## config.mk

```make
export PLATFORM = sky130hd
export DESIGN_NAME = phase_tap_loader
export DESIGN_NICKNAME = d
export VERILOG_FILES = /design/src/rtl/ptl_pkg.sv /design/src/rtl/ptl_poll_timer.sv /design/src/rtl/ptl_word_fmt.sv /design/src/rtl/phase_tap_loader.sv
export SDC_FILE = /design/constraint.sdc
export NUM_CORES = 1
export LEC_CHECK = 0
export BUFFER_PORTS_ARGS = -buffer_cell sky130_fd_sc_hd__buf_2
export CORE_MARGIN = 2
export CORE_UTILIZATION = 52
export CTS_CLUSTER_DIAMETER = 30
export DETAILED_ROUTE_END_ITERATION = 8
export GPL_TIMING_DRIVEN = 0
export PLACE_DENSITY = 0.79
export SKIP_LAST_GASP = 1
export SYNTH_ARGS = -nofsm -noshare
export SYNTH_HDL_FRONTEND = slang
export SYNTH_HIERARCHICAL = 1
export SYNTH_SLANG_ARGS = --single-unit
```

## constraint.sdc

```tcl
create_clock -name clk -period 3.1 [get_ports clk]
set_clock_uncertainty 0.05 [all_clocks]
set_input_delay 0.155 -clock clk [delete_from_list [all_inputs] [get_ports clk]]
set_output_delay 0.155 -clock clk [all_outputs]
set_load 0.1 [all_outputs]
```

## src/rtl/ptl_pkg.sv

```systemverilog
package ptl_pkg;
   typedef enum logic [1:0] {
      ST_IDLE = 2'd0,
      ST_ARM  = 2'd1,
      ST_POLL = 2'd2
   } ptl_state_e;
endpackage

```

## src/rtl/ptl_poll_timer.sv

```systemverilog
module ptl_poll_timer #(
   parameter int LIMIT = 1000
) (
   input  logic clk,
   input  logic rst_n,
   input  logic clear,
   input  logic step,
   output logic last
);
   localparam int CW = (LIMIT > 1) ? $clog2(LIMIT) : 1;

   logic [CW-1:0] cnt;

   always_ff @(posedge clk or negedge rst_n) begin
      if (!rst_n)
         cnt <= '0;
      else if (clear)
         cnt <= '0;
      else if (step)
         cnt <= cnt + 1'b1;
   end

   assign last = (cnt == CW'(LIMIT - 1));


   no_overrun_chk: assert property (@(posedge clk) disable iff (!rst_n)
      !(step && last));
endmodule

```

## src/rtl/ptl_word_fmt.sv

```systemverilog
module ptl_word_fmt #(
   parameter int WORD_W    = 32,
   parameter int CNT_W     = 7,
   parameter int CNT_LSB   = 13,
   parameter int FORCE_BIT = 12,
   parameter int CAL_BIT   = 1,
   parameter int SWT_BIT   = 20
) (
   input  logic [WORD_W-1:0] cur,
   input  logic [CNT_W-1:0]  cnt,
   output logic [WORD_W-1:0] w_load,
   output logic [WORD_W-1:0] w_arm,
   output logic [WORD_W-1:0] w_clr,
   output logic [WORD_W-1:0] w_off,
   output logic [WORD_W-1:0] w_on
);
   localparam logic [WORD_W-1:0] ONE      = WORD_W'(1);
   localparam logic [WORD_W-1:0] CNT_MASK = ((ONE << CNT_W) - ONE) << CNT_LSB;
   localparam logic [WORD_W-1:0] F_MASK   = ONE << FORCE_BIT;
   localparam logic [WORD_W-1:0] C_MASK   = ONE << CAL_BIT;
   localparam logic [WORD_W-1:0] S_MASK   = ONE << SWT_BIT;

   logic [WORD_W-1:0] cnt_field;

   always_comb begin
      cnt_field = WORD_W'(cnt) << CNT_LSB;
      w_load    = (cur & ~CNT_MASK & ~C_MASK) | F_MASK | cnt_field;
      w_arm     = cur | C_MASK;
      w_clr     = cur & ~C_MASK;
      w_off     = cur & ~(F_MASK | S_MASK);
      w_on      = cur | S_MASK;
   end
endmodule

```

## src/rtl/phase_tap_loader.sv

```systemverilog
module phase_tap_loader #(
   parameter int WORD_W    = 32,
   parameter int CNT_W     = 7,
   parameter int CNT_LSB   = 13,
   parameter int FORCE_BIT = 12,
   parameter int CAL_BIT   = 1,
   parameter int SWT_BIT   = 20,
   parameter int MAX_POLLS = 1000,
   parameter bit ACK_REG   = 1'b0
) (
   input  logic              clk,
   input  logic              rst_n,
   input  logic              req_valid,
   input  logic [CNT_W-1:0]  req_count,
   input  logic              tune_on,
   input  logic              tune_off,
   input  logic              cal_ack,
   output logic [WORD_W-1:0] ctl_word,
   output logic              ctl_wr,
   output logic              busy,
   output logic              done,
   output logic              timed_out
);
   import ptl_pkg::*;

   // elaboration-time parameter checks
   if (CNT_LSB + CNT_W > WORD_W) begin : g_bad_cnt
      $error("count field does not fit in the control word");
   end
   if (FORCE_BIT >= WORD_W || CAL_BIT >= WORD_W || SWT_BIT >= WORD_W) begin : g_bad_bit
      $error("a flag bit lies outside the control word");
   end
   if ((FORCE_BIT >= CNT_LSB && FORCE_BIT < CNT_LSB + CNT_W) ||
       (CAL_BIT   >= CNT_LSB && CAL_BIT   < CNT_LSB + CNT_W) ||
       (SWT_BIT   >= CNT_LSB && SWT_BIT   < CNT_LSB + CNT_W)) begin : g_bad_overlap
      $error("a flag bit overlaps the count field");
   end
   if (MAX_POLLS < 1) begin : g_bad_polls
      $error("MAX_POLLS must be at least one");
   end

   ptl_state_e        state;
   logic [WORD_W-1:0] w_load, w_arm, w_clr, w_off, w_on;
   logic              ack_s, tmr_last, exit_ack, exit_to, tmr_step;

   // acknowledge sampling variant
   if (ACK_REG) begin : g_ack_reg
      logic ack_q;
      always_ff @(posedge clk or negedge rst_n) begin
         if (!rst_n) ack_q <= 1'b0;
         else        ack_q <= cal_ack;
      end
      assign ack_s = ack_q;
   end else begin : g_ack_direct
      assign ack_s = cal_ack;
   end

   ptl_word_fmt #(
      .WORD_W(WORD_W), .CNT_W(CNT_W), .CNT_LSB(CNT_LSB),
      .FORCE_BIT(FORCE_BIT), .CAL_BIT(CAL_BIT), .SWT_BIT(SWT_BIT)
   ) u_fmt (
      .cur(ctl_word), .cnt(req_count),
      .w_load(w_load), .w_arm(w_arm), .w_clr(w_clr), .w_off(w_off), .w_on(w_on)
   );

   assign exit_ack = (state == ST_POLL) && ack_s;
   assign exit_to  = (state == ST_POLL) && !ack_s && tmr_last;
   assign tmr_step = (state == ST_POLL) && !exit_ack && !exit_to;

   ptl_poll_timer #(.LIMIT(MAX_POLLS)) u_timer (
      .clk(clk), .rst_n(rst_n), .clear(state == ST_ARM),
      .step(tmr_step), .last(tmr_last)
   );

   always_ff @(posedge clk or negedge rst_n) begin
      if (!rst_n) begin
         state     <= ST_IDLE;
         ctl_word  <= '0;
         ctl_wr    <= 1'b0;
         done      <= 1'b0;
         timed_out <= 1'b0;
      end else begin
         ctl_wr <= 1'b0;
         done   <= 1'b0;
         unique case (state)
            ST_IDLE: begin
               if (tune_off) begin
                  ctl_word <= w_off;
                  ctl_wr   <= 1'b1;
               end else if (tune_on) begin
                  ctl_word <= w_on;
                  ctl_wr   <= 1'b1;
               end else if (req_valid) begin
                  ctl_word <= w_load;
                  ctl_wr   <= 1'b1;
                  state    <= ST_ARM;
               end
            end
            ST_ARM: begin
               ctl_word <= w_arm;
               ctl_wr   <= 1'b1;
               state    <= ST_POLL;
            end
            ST_POLL: begin
               if (exit_ack || exit_to) begin
                  ctl_word  <= w_clr;
                  ctl_wr    <= 1'b1;
                  done      <= 1'b1;
                  timed_out <= exit_to;
                  state     <= ST_IDLE;
               end
            end
            default: state <= ST_IDLE;
         endcase
      end
   end

   assign busy = (state != ST_IDLE);


   load_write_chk: assert property (@(posedge clk) disable iff (!rst_n)
      (!busy && req_valid && !tune_on && !tune_off) |=>
         (ctl_wr && ctl_word[FORCE_BIT] && !ctl_word[CAL_BIT] && busy));

   arm_write_chk: assert property (@(posedge clk) disable iff (!rst_n)
      (state == ST_ARM) |=> (ctl_wr && ctl_word[CAL_BIT]));

   done_clear_chk: assert property (@(posedge clk) disable iff (!rst_n)
      done |-> (ctl_wr && !ctl_word[CAL_BIT] && !busy));

   done_after_busy_chk: assert property (@(posedge clk) disable iff (!rst_n)
      $rose(done) |-> $past(busy));

   disable_write_chk: assert property (@(posedge clk) disable iff (!rst_n)
      (!busy && tune_off) |=>
         (ctl_wr && !ctl_word[FORCE_BIT] && !ctl_word[SWT_BIT]));

   timeout_flag_chk: assert property (@(posedge clk) disable iff (!rst_n)
      (state == ST_POLL && !ack_s && tmr_last) |=> (done && timed_out));
endmodule

```

; Yosys cells after proc, flatten, opt, wreduce, memory -nomap -nowiden
; Cells that the tools add are included.
[totals]
output_inout_bits = 36
wordCells = 62
regBits = 47
[classes]
n_bitwise = 5
add_sub_neg = 1
mux = 18
eq_ne = 8
n_reduce_logical = 21
[ops]
columns = op, n
row1 = 32-bit 2-to-1 mux, 3
row2 = 32-bit one-hot mux with 3 select lines, 1
row3 = 32-bit by 20-bit OR with 32-bit output, 1
row4 = 10-bit 2-to-1 mux, 2
row5 = "10-bit by 1-bit adder with 10-bit output, second input constant", 1
row6 = "10-bit == test, second input constant", 1
row7 = 2-bit 2-to-1 mux, 5
row8 = 5-bit AND reduction, 2
row9 = 4-bit AND reduction, 2
row10 = "2-bit != test, second input constant", 3
row11 = 2-bit one-hot mux with 3 select lines, 1
row12 = 6-bit AND reduction, 1
row13 = 2-bit nonzero test, 3
row14 = 3-bit nonzero test, 2
row15 = 1-bit logical AND, 5
row16 = 1-bit 2-to-1 mux, 5
row17 = "2-bit by 1-bit != test with 1-bit output, second input constant", 2
row18 = 1-bit NOT, 4
row19 = 1-bit zero test, 3
row20 = 1-bit one-hot mux with 3 select lines, 1
row21 = "2-bit by 1-bit == test with 1-bit output, second input constant", 1
row22 = "2-bit == test, second input constant", 1
row23 = 2-bit zero test, 1
row24 = 2-bit AND reduction, 1
row25 = 1-bit logical OR, 1

; Depth between registers and ports, before layout
[depth]
depth_word = 7
ltp_mapped = 9
ltp_nobuf = 7

; Cells and area by module
; Netlist, hierarchy kept.
[modules_own_cells]
columns = mod, area_each_um2, n_inst, cells_per_inst, seq_area_each_um2
row1 = phase_tap_loader, 2965.3, 1, 320, 925.9
row2 = ptl_word_fmt, 1208.7, 1, 162, 0.0
row3 = ptl_poll_timer, 526.8, 1, 51, 250.2

; Worst setup path before layout
; Ideal clock, no wire load.
[synth_timing]
path_kind = flip-flop to flip-flop
start = reg state[0]
end = reg u_timer.cnt[7]
synth_period_minus_slack_ns = 2.231
path_slack_ns = 0.869
t_arrival_ns = 2.103
required_time_ns = 2.973
stages_incl_launch_ff = 10
cell_sequence = dfrtp_1 -> inv_1 -> ha_1 -> buf_2 -> buf_1 -> nor3b_1 -> buf_4 -> o211ai_4 -> or4_1 -> a21oi_1
[synth_between]
elab_chain_len = 6
elab_cells_between_ends = 11
classes_between = 2 x eq/ne / 1 x mux / 8 x reduce/logical
[synth_lines]
columns = item, line_no
row1 = start: declaration, phase_tap_loader.sv:42  ; ptl_state_e state;
row2 = start signal: assignment, phase_tap_loader.sv:77  ; state <= ST_IDLE;
row3 = start signal: assignment, phase_tap_loader.sv:96  ; state <= ST_ARM;
row4 = start signal: assignment, phase_tap_loader.sv:102  ; state <= ST_POLL;
row5 = 2-bit == test *, "phase_tap_loader.sv:66, phase_tap_loader.sv:67, phase_tap_loader.sv:68"
row6 = "1-bit logical AND, on equally long branches", "phase_tap_loader.sv:66, phase_tap_loader.sv:67"
row7 = 1-bit zero test or 1-bit logical AND (tied branches), "phase_tap_loader.sv:68, phase_tap_loader.sv:67"
row8 = 1-bit logical AND or 1-bit zero test (tied branches), phase_tap_loader.sv:68  ; assign tmr_step = (state == ST_POLL) && !exit_ack && !exit_to;
row9 = 1-bit logical AND *, phase_tap_loader.sv:68
row10 = named net tmr_step, phase_tap_loader.sv:44  ; logic ack_s, tmr_last, exit_ack, exit_to, tmr_step;
row11 = 2-bit nonzero test (no line) *, --
row12 = end signal: assignment, ptl_poll_timer.sv:20  ; cnt <= cnt + 1'b1;
row13 = end: declaration, ptl_poll_timer.sv:12  ; logic [CW-1:0] cnt;
; Mark *: on every way through the listed nets, which the timed path passes. The rest lies on a longest branch.
; A chain may end at the register's enable or synchronous reset.

; Worst setup path after layout
[layout_timing]
start = reg state[0]
end = reg u_timer.cnt[6]
; Same word-level chain as after synthesis.

==> impl_metrics.csv <==
group,metric,value,unit
critical_path,timing.reg2reg.setup_slack,370,ps
yosys,synth-edff-count,0,
yosys,postSynth.topFlopCell,"sky130_fd_sc_hd__dfrtp_1",
clocking,cts-buffers-inserted,5,
clocking,clock_latency_of_the_later_clocked_register_in_the_worst_skew_pair,310,ps
floorplan,initial_core_util,53.6,%
clocking,ctsRootBufferMaster,"sky130_fd_sc_hd__clkbuf_8",
route,drt_pass1_iterations,4,
yosys,syn_area,4700,um2
sta,rsz0062_at_grt,"false",
yosys,netlist-cell-type-count,34,
route,average_routed_wire_per_standard_cell,14.4,um
layout,finish.net_count,605,
layout,layout.cells.non_filler,693,
route,post_detailed_route_drc_marker_count,0,
sta,finalMaxSlewViolations,0,
clocking,cts_tree,"yes",
critical_path,cp-startpoint,"state[0]",
floorplan,die-area,9820,um2
sta,period_utilization,88.0,%
layout,drive_gt1_share,50.4,%
yosys,synth_top_family_by_area,"buffers and inverters",
critical_path,kind_of_end_point_of_the_critical_path,"flop",
sta,timing.final.hold_violations,1,
critical_path,worstSetupEndpoint,"u_timer/cnt[6]",
sta,hold-worst-slack,-0.00344,ps
sta,worst_slew_pin_slew,1120,ps
global_routing,maximum_number_of_pins_on_one_net_before_global_route_repair,48,
floorplan,floorplan.die.width,99.1,um
yosys,async_reset_ff_share,100,%
route,route.met2.wl,5040,um
floorplan,dieHeight,99.1,um
place,buffer_ports.inserted,39,
place,place.detailed.hpwl,6930,um
yosys,post_synth_inst_count,533,
clocking,htree_levels,2,
critical_path,worst_ep_arrival_time,2930,ps
status,outcome,"complete, but fails checks",
yosys,synth_compound_gate_area_share,14.4,%
critical_path,rr_worst_depth,9,
global_routing,via_count_of_the_first_global_routing_pass,3500,
place,preCtsSetupSlack,395,ps
layout,num_antenna_cells,0,
sta,setup_viol,0,
clocking,maximum_buffer_depth_of_the_clock_tree,2,
global_routing,grt_pass1_wl,16700,um
yosys,synthXorXnorAreaFrac,0.745,%
place,gp_congestion,0.820,
yosys,yosys-mux-area-fraction,18.6,%
critical_path,critical_path.max_stage_delay,470,ps
route,finalWirelength,9950,um
floorplan,core_region_area,8760,um2
critical_path,timing.rr.end,"u_timer/cnt[6]",
route,vias_per_cell,5.18,
sta,period_needed,2730,ps
worst_hold_path,timing.hold.worst.class,"primary input to async pin",
clocking,cts_hold_buf,0,
place,numPlacedInstances,685,
clocking,post-cts-setup-buffer-count,0,
global_routing,track_usage,20.8,%
route,highest-signal-layer,"met4",
floorplan,io-pin-count,49,
layout,area_growth_syn_to_layout,9.53,%
sta,relative_max_transition_margin,25.2,%
critical_path,path_max_fanout,10,
job,max_cap_violations,0,
route,routed-via-count,3592,
route,route.layer.met1.wl,4520,um
yosys,synth_warnings,6,
yosys,synth_adder_area_share,2.13,%
critical_path,worstSetupStartpointType,"flop",
critical_path,timing.critical_path.slowest_stage_cell,"sky130_fd_sc_hd__buf_1",
critical_path,cp_required,3300,ps
clocking,cts.sink_count,47,
yosys,seq_area_frac_synth,25.0,%
critical_path,timing_worst_setup_path_type,"flop to flop",
sta,setup_tns,0,ps
route,detailedRoute.firstIterationViolations,143,
global_routing,initial_antenna_violation_count,0,
clocking,cts.clk_slew.worst_paths,100,ps
critical_path,crit-reg2reg-launch,"state[0]",
clocking,gates_resized_cts_repair,0,
floorplan,num_rows,34,
status,failed_checks,"hold timing",
route,met3_wirelength,263,um
critical_path,timing.critical_path.cells,"inv_1 -> ha_1 -> buf_2 -> buf_1 -> nor3b_1 -> buf_4 -> o211ai_4 -> or4_1 -> a21oi_1",
sta,highest_attainable_clock_frequency,366,MHz
sta,final_critical_path_setup_slack,371,ps
yosys,yosys_register_bits,47,
yosys,synthesis.area_per_instance,8.82,um2
global_routing,global_route.overflow_total,0,
yosys,synth-simple-area-share,8.76,%
route,final_antenna_net_count,0,
[critical path, delay by kind of cell, from the launching register on]
family	cells	cell delay, ps
AO/OA/AOI/OAI	2	290
adder cells (fa/ha/maj)	1	160
buffers and inverters	4	1030
flip-flops	1	440
AND/OR/NAND/NOR	2	690
[cell usage after synthesis, drive strengths merged, types with 4 or more instances]
master,n,share of area [%]
inv,5,0.40
or4,4,0.64
mux2,66,18
nor2,8,0.64
o21ai,66,7.0
clkbuf,7,0.56
buf,185,29
nand2,72,5.7
a21oi,6,0.64
o31ai,4,0.64
a22oi,33,5.3
dfrtp,47,25
ha,8,2.1
[worst min-delay path by stage]
stage                  from             end  depth (start not counted)
global placement    cal_ack       timed_out                          2
global route        cal_ack       timed_out                          2
floorplan             rst_n     ctl_word[0]                          0
CTS                 cal_ack       timed_out                          2
detailed placement  cal_ack       timed_out                          2
finish                rst_n  u_timer/cnt[1]                          1
[cells in the final DEF, fill, tap and decap left out, drive strengths merged, types with 3 or more instances in the layout]
| cell | Yosys | routed |
|---|---|---|
| nand4 | 3 | 3 |
| mux2 | 66 | 66 |
| buf | 185 | 224 |
| o21ai | 66 | 66 |
| o31ai | 4 | 4 |
| clkbuf | 7 | 13 |
| a21oi | 6 | 6 |
| or4 | 4 | 4 |
| nor2 | 8 | 8 |
| xor2 | 3 | 3 |
| a22oi | 33 | 33 |
| ha | 8 | 8 |
| dfrtp | 47 | 47 |
| inv | 5 | 5 |
| conb | 2 | 7 |
| nand2 | 72 | 72 |
[final cells by class]
cell class / count / area (um2)
inverters: 5 / 18.8
well taps: 108 / 135
multi-input cells: 294 / 2120
fillers: 815 / 3610
plain buffers: 192 / 1400
clock inverters: 2 / 16.3
clock buffers: 6 / 82.6
repair buffers: 39 / 195
flip-flops and latches: 47 / 1180
[stage by stage]
stage | util [%] | instance area, um2
floorplan | - | 4720
global placement | 57.6 | 5050
detailed placement | 57.6 | 5050
CTS | 58.8 | 5150
global route | 58.8 | 5150
finish | 58.8 | 5150
[cell families after synthesis]
kind of cell / count (synthesis)
DFF: 47
xor gates and xnor gates: 4
other: 2
buffers and inverters: 197
AOI/OAI and AO/OA: 112
and+or+nand+nor: 95
adders and majority gates: 8
muxes: 68
[state kept, by name, summed over array words and instances, names as in the netlist]
name and flops:
ctl_wr 1, ctl_word 32, done 1, state 2, u_timer/cnt 10, timed_out 1
[layer usage]
metal  GRT usage, %  vias up
met3           2.41       11
met5              0        -
met4           4.53        0
met1           26.8     1761
li1               -     1755
met2           37.3       65
Power is not shown: default switching activity piles up to over one toggle a cycle in this logic, so the estimate is an artifact.
